**src/rtl/bkpt_pkg.sv**
```systemverilog
// Package: shared mode encoding and attribute bit positions for the
// breakpoint comparator. Assumes the two control registers share one layout.
package bkpt_pkg;
    typedef enum logic [1:0] {
        BK_SINGLE   = 2'd0,
        BK_MULTI    = 2'd1,
        BK_PROG     = 2'd2,
        BK_PROG_ALT = 2'd3
    } bk_mode_e;

    // Number of bus cycle attributes that are compared
    localparam int ATTR_N     = 2;
    // Attribute bit positions inside the compare and mask registers
    localparam int ATTR_DIR   = 1;
    localparam int ATTR_CLASS = 0;
endpackage

```
**src/rtl/bkpt_regs.sv**
```systemverilog
// Module: control compare and mask register pair.
// Only the low ATTR_N bits are stored. Reserved bits read as zero and
// ignore writes. Assumes reg_sel is stable during the clock of a write.
module bkpt_regs
    import bkpt_pkg::*;
#(
    parameter int REG_W = 16
) (
    input  logic              clk,
    input  logic              rst_n,
    input  logic              wr_en,
    input  logic              sel,
    input  logic [REG_W-1:0]  wdata,
    output logic [REG_W-1:0]  rdata,
    output logic [ATTR_N-1:0] cmp_bits,
    output logic [ATTR_N-1:0] msk_bits
);
    localparam int RSV_W = REG_W - ATTR_N;

    logic [ATTR_N-1:0] cmp_q;
    logic [ATTR_N-1:0] msk_q;

    // Store the writable bits of the selected register
    always_ff @(posedge clk) begin
        if (!rst_n) begin
            cmp_q <= '0;
            msk_q <= '0;
        end else if (wr_en) begin
            if (sel) msk_q <= wdata[ATTR_N-1:0];
            else     cmp_q <= wdata[ATTR_N-1:0];
        end
    end

    // Zero-extend the selected register for reads
    always_comb begin
        rdata = {{RSV_W{1'b0}}, (sel ? msk_q : cmp_q)};
    end

    assign cmp_bits = cmp_q;
    assign msk_bits = msk_q;
endmodule

```
**src/rtl/bkpt_attr_cmp.sv**
```systemverilog
// Module: masked comparison of bus cycle attributes.
// Each attribute passes if it is masked or equal to its compare bit.
// Purely combinational. Assumes attributes are valid while the strobe is high.
module bkpt_attr_cmp
    import bkpt_pkg::*;
(
    input  logic [ATTR_N-1:0] cmp_bits,
    input  logic [ATTR_N-1:0] msk_bits,
    input  logic [ATTR_N-1:0] attr,
    output logic              ctrl_ok
);
    logic [ATTR_N-1:0] bit_ok;

    for (genvar i = 0; i < ATTR_N; i++) begin : g_bit
        // Per-attribute pass: masked, or equal to the compare bit
        always_comb begin
            bit_ok[i] = msk_bits[i] | ~(attr[i] ^ cmp_bits[i]);
        end
    end

    // All attributes must pass
    always_comb begin
        ctrl_ok = &bit_ok;
    end
endmodule

```
**src/rtl/bkpt_match.sv**
```systemverilog
// Module: mode-dependent match qualification and break pin control.
// Registers a one-clock hit per qualifying strobe. Codes 2 and 3 both select
// program break. The output enable follows the mode combinationally.
module bkpt_match
    import bkpt_pkg::*;
(
    input  logic       clk,
    input  logic       rst_n,
    input  logic [1:0] mode,
    input  logic       strobe,
    input  logic       addr_hit,
    input  logic       ctrl_ok,
    input  logic       brk_in,
    output logic       brk_out,
    output logic       brk_oe,
    output logic       hit_int
);
    bk_mode_e mode_e;
    logic     qual;
    logic     drive_pin;
    logic     brk_q;
    logic     hit_q;

    assign mode_e = bk_mode_e'(mode);

    // Qualify the current cycle according to the mode
    always_comb begin
        unique case (mode_e)
            BK_SINGLE: qual = strobe & addr_hit & ctrl_ok;
            BK_MULTI:  qual = strobe & addr_hit & ctrl_ok & brk_in;
            default:   qual = strobe & addr_hit;
        endcase
        drive_pin = (mode_e == BK_SINGLE);
    end

    // Register the hit and the driven pin value
    always_ff @(posedge clk) begin
        if (!rst_n) begin
            hit_q <= 1'b0;
            brk_q <= 1'b0;
        end else begin
            hit_q <= qual;
            brk_q <= qual & drive_pin;
        end
    end

    assign brk_out = brk_q;
    assign brk_oe  = drive_pin;
    assign hit_int = hit_q;
endmodule

```
**src/rtl/bkpt_cycle_unit.sv**
```systemverilog
// Module: top of the bus cycle breakpoint comparator.
// Joins the register pair, the attribute comparator and the mode logic.
// Assumes addr_hit comes from an external address comparator in the same clock.
module bkpt_cycle_unit
    import bkpt_pkg::*;
#(
    parameter int REG_W = 16
) (
    input  logic             clk,
    input  logic             rst_n,
    input  logic [1:0]       mode,
    input  logic             reg_wr,
    input  logic             reg_sel,
    input  logic [REG_W-1:0] reg_wdata,
    output logic [REG_W-1:0] reg_rdata,
    input  logic             bus_strobe,
    input  logic             bus_read,
    input  logic             bus_fetch,
    input  logic             addr_hit,
    input  logic             brk_in,
    output logic             brk_out,
    output logic             brk_oe,
    output logic             hit_int
);
    logic [ATTR_N-1:0] cmp_bits;
    logic [ATTR_N-1:0] msk_bits;
    logic [ATTR_N-1:0] attr;
    logic              ctrl_ok;

    // Pack the bus attributes into register bit order
    always_comb begin
        attr             = '0;
        attr[ATTR_DIR]   = bus_read;
        attr[ATTR_CLASS] = bus_fetch;
    end

    bkpt_regs #(.REG_W(REG_W)) u_regs (
        .clk      (clk),
        .rst_n    (rst_n),
        .wr_en    (reg_wr),
        .sel      (reg_sel),
        .wdata    (reg_wdata),
        .rdata    (reg_rdata),
        .cmp_bits (cmp_bits),
        .msk_bits (msk_bits)
    );

    bkpt_attr_cmp u_cmp (
        .cmp_bits (cmp_bits),
        .msk_bits (msk_bits),
        .attr     (attr),
        .ctrl_ok  (ctrl_ok)
    );

    bkpt_match u_match (
        .clk      (clk),
        .rst_n    (rst_n),
        .mode     (mode),
        .strobe   (bus_strobe),
        .addr_hit (addr_hit),
        .ctrl_ok  (ctrl_ok),
        .brk_in   (brk_in),
        .brk_out  (brk_out),
        .brk_oe   (brk_oe),
        .hit_int  (hit_int)
    );
endmodule

```
**config.mk**
```make
export PLATFORM = sky130hd
export DESIGN_NAME = bkpt_cycle_unit
export DESIGN_NICKNAME = d
export VERILOG_FILES = /design/src/rtl/bkpt_pkg.sv /design/src/rtl/bkpt_regs.sv /design/src/rtl/bkpt_attr_cmp.sv /design/src/rtl/bkpt_match.sv /design/src/rtl/bkpt_cycle_unit.sv
export SDC_FILE = /design/constraint.sdc
export NUM_CORES = 1
export LEC_CHECK = 0
export CAP_MARGIN = 20
export CORE_MARGIN = 1
export CORE_UTILIZATION = 26
export DETAILED_ROUTE_END_ITERATION = 7
export PLACE_DENSITY = 0.85
export SYNTH_ARGS = -nofsm -noshare
export SYNTH_HDL_FRONTEND = slang
export SYNTH_HIERARCHICAL = 1
export SYNTH_SLANG_ARGS = --single-unit
```
**constraint.sdc**
```tcl
create_clock -name clk -period 0.95 [get_ports clk]
set_input_delay 0.095 -clock clk [delete_from_list [all_inputs] [get_ports clk]]
set_output_delay 0.095 -clock clk [all_outputs]
set_load 0.005 [all_outputs]
```
Word-level counts from Yosys, hierarchy flattened. Cells that the tools add are included.

Flip-flop bits (word level): 6. Input bits: 27. Output and inout bits: 19. Logic and storage cells: 22.

Bitwise logic cells: 11. Equality and inequality tests: 1. Mux-type cells: 2. Reduce and logical (&&, ||, !) cells: 4.

Operators by type and width (count): $reduce_and A2 Y1 (3); $and A1 B1 Y1 (4); $not A1 Y1 (3); $eq A2 B1 Y1 const B (1); $logic_not A2 Y1 (1); $mux W2 (1); $or A1 B1 Y1 (2); $pmux W1 S2 (1); $xor A1 B1 Y1 (2).

Logic depth before layout (Yosys ltp). Gate-level depths: netlist of run 1.

Depth after elaboration: 8. Depth in mapped cells: 4. Mapped depth without buffers: 4.

By module. Netlist of run 1, hierarchy kept.

By module, submodules not included: bkpt_regs (times used 1, area each 294.0 sq um, cells each 33, sequential area each 80.1 sq um); bkpt_match (times used 1, area each 73.8 sq um, cells each 9, sequential area each 40.0 sq um); bkpt_attr_cmp (times used 1, area each 26.3 sq um, cells each 3, sequential area each 0.0 sq um).

Worst setup path before layout of run 1. Ideal clock, no wire load.

Kind: register to register. From: reg u_regs.cmp_q[1] (netlist: u_regs/cmp_bits[1]). To: reg u_match.hit_q (netlist: u_match/hit_int). Cell stages (with the launch flop): 5. Setup time: 0.114 ns. Required time: 0.836 ns. Buffers on the path: 0. Arrival: 0.773 ns. Setup slack: 0.064 ns. Period minus slack after synthesis: 0.886 ns. Cells stage by stage: dfxtp_1 > xnor2_1 > o22a_1 > a21oi_1 > nor2_1.

Word-level cells in the longest chain between the ends: 7.

Ends and longest elaborated chain: from (decl) (line bkpt_regs.sv:20) `logic [ATTR_N-1:0] cmp_q;`; from (signal assigned) (line bkpt_regs.sv:30) `else cmp_q <= wdata[ATTR_N-1:0];`; $xor A1 B1 Y1 (*) (line bkpt_attr_cmp.sv:17) `bit_ok[i] = msk_bits[i] | ~(attr[i] ^ cmp_bits[i]);`; $not A1 Y1 (*) (line bkpt_attr_cmp.sv:17); $or A1 B1 Y1 (*) (line bkpt_attr_cmp.sv:17); $reduce_and A2 Y1 (*) (line bkpt_attr_cmp.sv:23) `ctrl_ok = &bit_ok;`; net ctrl_ok (line bkpt_cycle_unit.sv:28) `logic ctrl_ok;`; $and A1 B1 Y1 (*) (line bkpt_match.sv:29, bkpt_match.sv:30); $and A1 B1 Y1 (line bkpt_match.sv:30) `BK_MULTI: qual = strobe & addr_hit & ctrl_ok & brk_in;`; $pmux W1 S2 (*) (line bkpt_match.sv:28) `unique case (mode_e)`; to (signal assigned) (line bkpt_match.sv:42) `hit_q <= qual;`; to (decl) (line bkpt_match.sv:22) `logic hit_q;`.

Mark *: on every way through the listed nets, which the timed path passes. The rest lies on a longest branch. A chain may end at the register's enable or synchronous reset.

Worst setup path in the final report of run 1. Same ends and word-level chain as after synthesis.

==> results of run 1 <==
-- how the worst max path moves through the flow --
stage | from | to | slack [ns] | cells after the start
CTS | u_regs/msk_bits[1] | reg_rdata[1] | -0.16 | 2
finish | u_regs/cmp_bits[1] | u_match/hit_int | -0.08 | 5
floorplan | u_regs/cmp_bits[1] | u_match/hit_int | 0.06 | 4
global route | u_regs/cmp_bits[1] | u_match/hit_int | -0.13 | 5
detailed placement | reg_sel | reg_rdata[1] | -0.56 | 3
global placement | reg_sel | reg_rdata[0] | -0.56 | 3
-- worst max-delay path: stages, from the launching register on --
cell and delay, ns:
dfxtp_2 0.31, buf_6 0.11, xnor2_2 0.12, o22a_1 0.21
a21oi_1 0.13, nor2_1 0.05
-- timing repair --
| action | CTS | global route |
|---|---|---|
| cloned | 0 | 0 |
| pin swaps | 1 | 2 |
| hold buffers | 0 | 0 |
| endpoints found under the setup margin | 7 | 4 |
| resized for setup | 14 | 8 |
| buffers inserted | 0 | 1 |
-- cells in the final DEF, fill, tap and decap left out --
cell              n
nand2b_4          1
dfxtp_1           2
nand3_1           1
mux2_2            2
buf_4             5
nand2_1           7
mux2i_1           4
buf_2             2
conb_1           14
a21oi_1           1
clkbuf_2          1
clkbuf_4          3
xnor2_2           2
nor2_2            1
dlygate4sd2_1     3
o22a_1            1
buf_6             2
nand2_2           1
nor2_1            2
dfxtp_2           4
nand2b_1          1
clkdlybuf4s50_1  11
-- metrics by stage --
stage	hold slack [ns]	power (uW)	util (%)
CTS	0.442	662	43.1
global route	0.454	714	45.2
global placement	0.566	433	42.4
detailed placement	0.579	436	42.4
floorplan	0.212	376	-
finish	0.443	662	45.2
-- sequential cells by signal, indices dropped and copies added (netlist names) --
name             cells
u_match/brk_out      1
u_regs/msk_bits      2
u_regs/cmp_bits      2
u_match/hit_int      1
-- power by group through the flow --
| stage | registers, uW | clock network (uW) | logic (uW) |
|---|---|---|---|
| after floorplan | 274 | 0 | 102 |
| after global placement | 272 | 0 | 161 |
| after detailed placement | 273 | 0 | 163 |
| after CTS | 269 | 238 | 155 |
| after global routing | 271 | 257 | 186 |
| final | 271 | 224 | 167 |
-- final cells by class --
cell class                 instances  share of cell area [%]
multi-input combinational         38                    38.1
sequential                         6                    20.5
timing repair buffer              24                    34.6
tap                               15                    3.07
clock buffer                       3                    3.69
-- routing by layer --
layer | up-vias | GRT usage [%] | share of wire (%)
met5 | - | 0 | 0
met4 | 0 | 7.50 | 1.7
met3 | 2 | 8.70 | 11
met2 | 19 | 16.4 | 51
met1 | 140 | 8.82 | 36
li1 | 170 | - | -
-- cell families (layout without fill, tap and decap cells) --
kind of cell | Yosys count | in the layout
and+or+nand+nor | 14 | 14
xor gates and xnor gates | 2 | 2
AOI/OAI and AO/OA | 2 | 2
muxes | 6 | 6
DFF | 6 | 6
other | 1 | 14
buffers and inverters | 14 | 27
==> impl_metrics.env, run 1 <==
export IMPL_skew_ns=0.00267
export IMPL_crit_fanout=2
export IMPL_drv_cap=0
export IMPL_synth_top_family_by_area="buffers and inverters"
export IMPL_grt_pass1_wl_mm=1.02
export IMPL_critPathKind="register to register"
export IMPL_cts_buffer_depth=2
export IMPL_synth_commonest_cells="buf_4, nand2_1, dfxtp_1, mux2i_1"
export IMPL_die_h_um=40.9
export IMPL_pwr_share_comb_pct=25.3
export IMPL_end_kind="register"
export IMPL_arrival_ns=1.16
export IMPL_stdcell_area_um2=611
export IMPL_synthFlopType="dfxtp_1"
export IMPL_drive_above_1_share_pct=33.8
export IMPL_yosysUniqueCellTypes=15
export IMPL_fmax_mhz=969
export IMPL_critPathLaunchType="register"
export IMPL_grt_pass1_vias=279
export IMPL_initial_core_util_pct=29.2
export IMPL_ios=46
export IMPL_synth_most_common_cell="buf_4"
export IMPL_holdCritPathClass="input pin to register"
export IMPL_synthTopCellsByArea="dfxtp_1, buf_4, mux2i_1"
export IMPL_nets=100
export IMPL_reg2reg_slack_ns=-0.08
export IMPL_multiInputGateArea_um2=233
export IMPL_core_mm2=0.00135
export IMPL_r2r_end="u_match/hit_int"
export IMPL_p_seq_share_pct=40.9
export IMPL_yosysWarningCount=6
export IMPL_p_sw_uw=151
export IMPL_synth_edff_count=0
export IMPL_syn_mean_instance_area_um2=8.76
export IMPL_cts_tree="yes"
export IMPL_hold_violations=0
export IMPL_gr_total_overflow=0
export IMPL_switching_share_pct=22.8
export IMPL_hold_start="reg_wdata[0]"
export IMPL_rsz0062_at_grt="yes"
export IMPL_regArea_um2=125
export IMPL_via_per_inst=3.85
export IMPL_grt_antenna_before_repair=0
export IMPL_setup_tns_ns=-0.227
export IMPL_reg2regPathDepth=5
export IMPL_rr_startpoint="u_regs/cmp_bits[1]"
export IMPL_final_setup_viol_count=4
export IMPL_final_period_utilization_pct=109
export IMPL_drt_iter0_drc=4
export IMPL_synthDominantCellAreaShare_pct=30.5
export IMPL_antennaDiodeCount=0
export IMPL_vdd_ir_drop_max_mv=0.631
export IMPL_clk_latency_ns=0.24
export IMPL_p_int_uw=511
export IMPL_fin_cells=86
export IMPL_slew_viol_final=0
export IMPL_seq_area_frac_synth_pct=30.5
export IMPL_drtAntennaViolNets=0
export IMPL_via_count=331
export IMPL_clock_power_share_pct=33.9
export IMPL_synth_compound_area_share_pct=3.49
export IMPL_dr_pass1_iters=2
export IMPL_htree_levels=1
export IMPL_p_leak_uw=0.000316
export IMPL_ys_seq_elements=6
export IMPL_outcome="complete, but fails checks"
export IMPL_synthCells=45
export IMPL_io_buffers=17
export IMPL_yosys_area_share_simple_pct=18.1
export IMPL_worstHoldEndpoint="u_regs/cmp_bits[0]"
export IMPL_drt_total_wl_um=748
export IMPL_cts_sinks=6
export IMPL_wire_per_inst_um=8.70
export IMPL_gp_congestion=0.714
export IMPL_place_area_um2=572
export IMPL_synth_async_reset_ratio_pct=0
export IMPL_area_growth_syn_to_layout_pct=54.9
export IMPL_drc=0
export IMPL_setup_ws_ns=-0.0820
export IMPL_dpl_cell_count=82
export IMPL_cts_root_buffer="clkbuf_4"
export IMPL_num_rows=13
export IMPL_synthXorXnorAreaFrac_pct=4.44
export IMPL_nFillCells=150
export IMPL_min_period_ns=1.03
export IMPL_failed_checks="setup timing"
export IMPL_die_w_um=40.9
export IMPL_pre_cts_ws_ns=-0.561
export IMPL_grt_total_usage_pct=10.6
export IMPL_hpwl_um=585
export IMPL_synth_adder_area_share_pct=0
export IMPL_cts_buffers=3
export IMPL_pwr_density_cell_mw_per_mm2=1080
export IMPL_die_area_mm2=0.00168
export IMPL_cp_required_ns=1.08
export IMPL_synth_area_um2=394
export IMPL_clk_pin_slew_ns=0.04
export IMPL_grt_max_degree=8
export IMPL_synth_area_leader_cell="dfxtp_1"
export IMPL_synth_area_mux_share_pct=15.9
export IMPL_hold_depth=3
(Power assumes the default switching activity.)
==> run 2, diff against run 1 <==
- CAP_MARGIN: 20 -> default
- CORE_MARGIN: 1 -> default
- CORE_UTILIZATION: 26 -> 23
- PLACE_DENSITY: 0.85 -> 0.8
- clock period: 0.95 -> 0.9 ns (I/O delays scaled with it)
==> impl_metrics.env, run 2 (synthesis gave the netlist of run 1 again) <==
export IMPL_dr_pass1_iters=5
export IMPL_clk_latency_ns=0.24
export IMPL_failed_checks="DRC, setup timing"
export IMPL_vdd_ir_drop_max_mv=0.526
export IMPL_die_area_mm2=0.00188
export IMPL_hold_violations=0
export IMPL_cts_tree="yes"
export IMPL_drive_above_1_share_pct=29.6
export IMPL_outcome="complete, but fails checks"
export IMPL_gr_max_usage_layer="met2"
export IMPL_drt_iter0_drc=4
export IMPL_antennaDiodeCount=0
export IMPL_reg2reg_slack_ns=-0.15
export IMPL_io_buffers=17
export IMPL_setup_ws_ns=-0.154
export IMPL_via_per_inst=3.76
export IMPL_hold_start="mode[1]"
export IMPL_cp_top_family="compound AO/OA/AOI/OAI gates"
export IMPL_nets=100
export IMPL_worst_path_buf_inv=1
export IMPL_skew_ns=0.00423
export IMPL_mostFrequentLayoutCell="conb_1"
export IMPL_rr_startpoint="u_regs/cmp_bits[1]"
export IMPL_multiInputGateArea_um2=233
export IMPL_cts_sinks=6
export IMPL_cts_buffer_depth=2
export IMPL_final_period_utilization_pct=117
export IMPL_cp_startpoint="u_regs/cmp_bits[1]"
export IMPL_grt_max_degree=8
export IMPL_hpwl_um=623
export IMPL_final_setup_viol_count=4
export IMPL_num_rows=14
export IMPL_dpl_cell_count=83
export IMPL_clk_pin_slew_ns=0.04
export IMPL_via_count=327
export IMPL_grt_total_usage_pct=9.11
export IMPL_pwr_density_cell_mw_per_mm2=1150
export IMPL_cts_root_buffer="clkbuf_4"
export IMPL_crit_fanout=2
export IMPL_cts_buffers=3
export IMPL_wire_per_inst_um=8.52
export IMPL_p_total_uw=708
export IMPL_gr_total_overflow=0
export IMPL_regArea_um2=121
export IMPL_drtAntennaViolNets=0
export IMPL_die_h_um=43.4
export IMPL_drv_cap=0
export IMPL_htree_levels=1
export IMPL_core_mm2=0.00156
export IMPL_grt_util_met1_pct=9.82
export IMPL_grtUsageMet2_pct=13.3
export IMPL_met3_usage_pct=3.33
export IMPL_cp_required_ns=1.03
export IMPL_initial_core_util_pct=25.3
export IMPL_slew_viol_final=0
export IMPL_fin_cells=87
export IMPL_arrival_ns=1.19
export IMPL_min_period_ns=1.05
export IMPL_die_w_um=43.4
export IMPL_end_kind="register"
export IMPL_critPathKind="register to register"
export IMPL_crit_slowest_cell="dfxtp_2"
export IMPL_grt_antenna_before_repair=0
export IMPL_gp_congestion=0.692
export IMPL_grt_pass1_vias=311
export IMPL_p_leak_uw=0.000317
export IMPL_layout_common_cells="conb_1, clkdlybuf4s50_1, nand2_1"
export IMPL_area_growth_syn_to_layout_pct=55.9
export IMPL_drt_total_wl_um=741
export IMPL_path_cells="buf_6 -> xnor2_2 -> o22a_1 -> a21oi_1 -> nor2_1"
export IMPL_ios=46
export IMPL_fmax_mhz=948
export IMPL_nFillCells=164
export IMPL_rsz0062_at_grt="yes"
export IMPL_cpPeakStageDelay_ns=0.32
export IMPL_holdCritPathClass="input pin to register"
export IMPL_drc=2
export IMPL_critPathLaunchType="register"
export IMPL_grt_pass1_wl_mm=1.22
## run 2: changes by cell type in the layout (fill, tap and decap cells not counted), sizes merged
cell	delta
clkdlybuf4s50	-2
clkdlybuf4s15	+1
dlygate4sd2	+2
buf	-1
## run 2: worst paths after layout
kind         cells after the start                 end
min                              3     u_match/hit_int
min reg2reg                      3  u_regs/msk_bits[1]
max                              5     u_match/hit_int
max reg2reg                      5     u_match/hit_int
## run 2: stage by stage
step	setup slack, ns	setup TNS, ns	hold slack [ns]	instance area [um2]	utilization (%)
2_1_floorplan	0.0138	0	0.202	443	-
5_1_grt	-0.193	-0.627	0.261	614	39.4
4_1_cts	-0.213	-0.591	0.235	606	38.8
3_3_place_gp	-0.603	-2.67	0.569	573	36.8
3_5_place_dp	-0.605	-2.73	0.581	573	36.8
6_report	-0.154	-0.464	0.237	614	39.4
## run 2: power by group
group          internal, uW  switching, uW  leakage, uW
Sequential              278           4.87    0.0000494
Combinational           109           68.8     0.000254
Clock                   151           95.8    0.0000138
Total                   538            169     0.000317
## run 2: cell type report
class | instances | area share, %
multi-input cells | 38 | 37.9
clock buffers | 3 | 3.67
flip-flops and latches | 6 | 19.8
well taps | 16 | 3.26
repair buffers | 24 | 35.4
## run 2: worst min-delay path: stages
cell and delay (ns):
dlygate4sd2_1 0.23, a21oi_1 0.05, nor2_1 0.07
## run 2: metal layers
layer  vias to the layer above  routed length, um
li1                        171                  -
met3                         0                 77
met1                       137                323
met4                         0                  0
met5                         -                  0
met2                        19                341
## run 2: what timing repair did
action / in CTS / in global routing
resized for setup: 16 / 3
hold buffers: 0 / 0
setup buffers: 1 / 0
gates cloned: 0 / 0
endpoints found under the setup margin: 7 / 4
pin swaps: 2 / 2
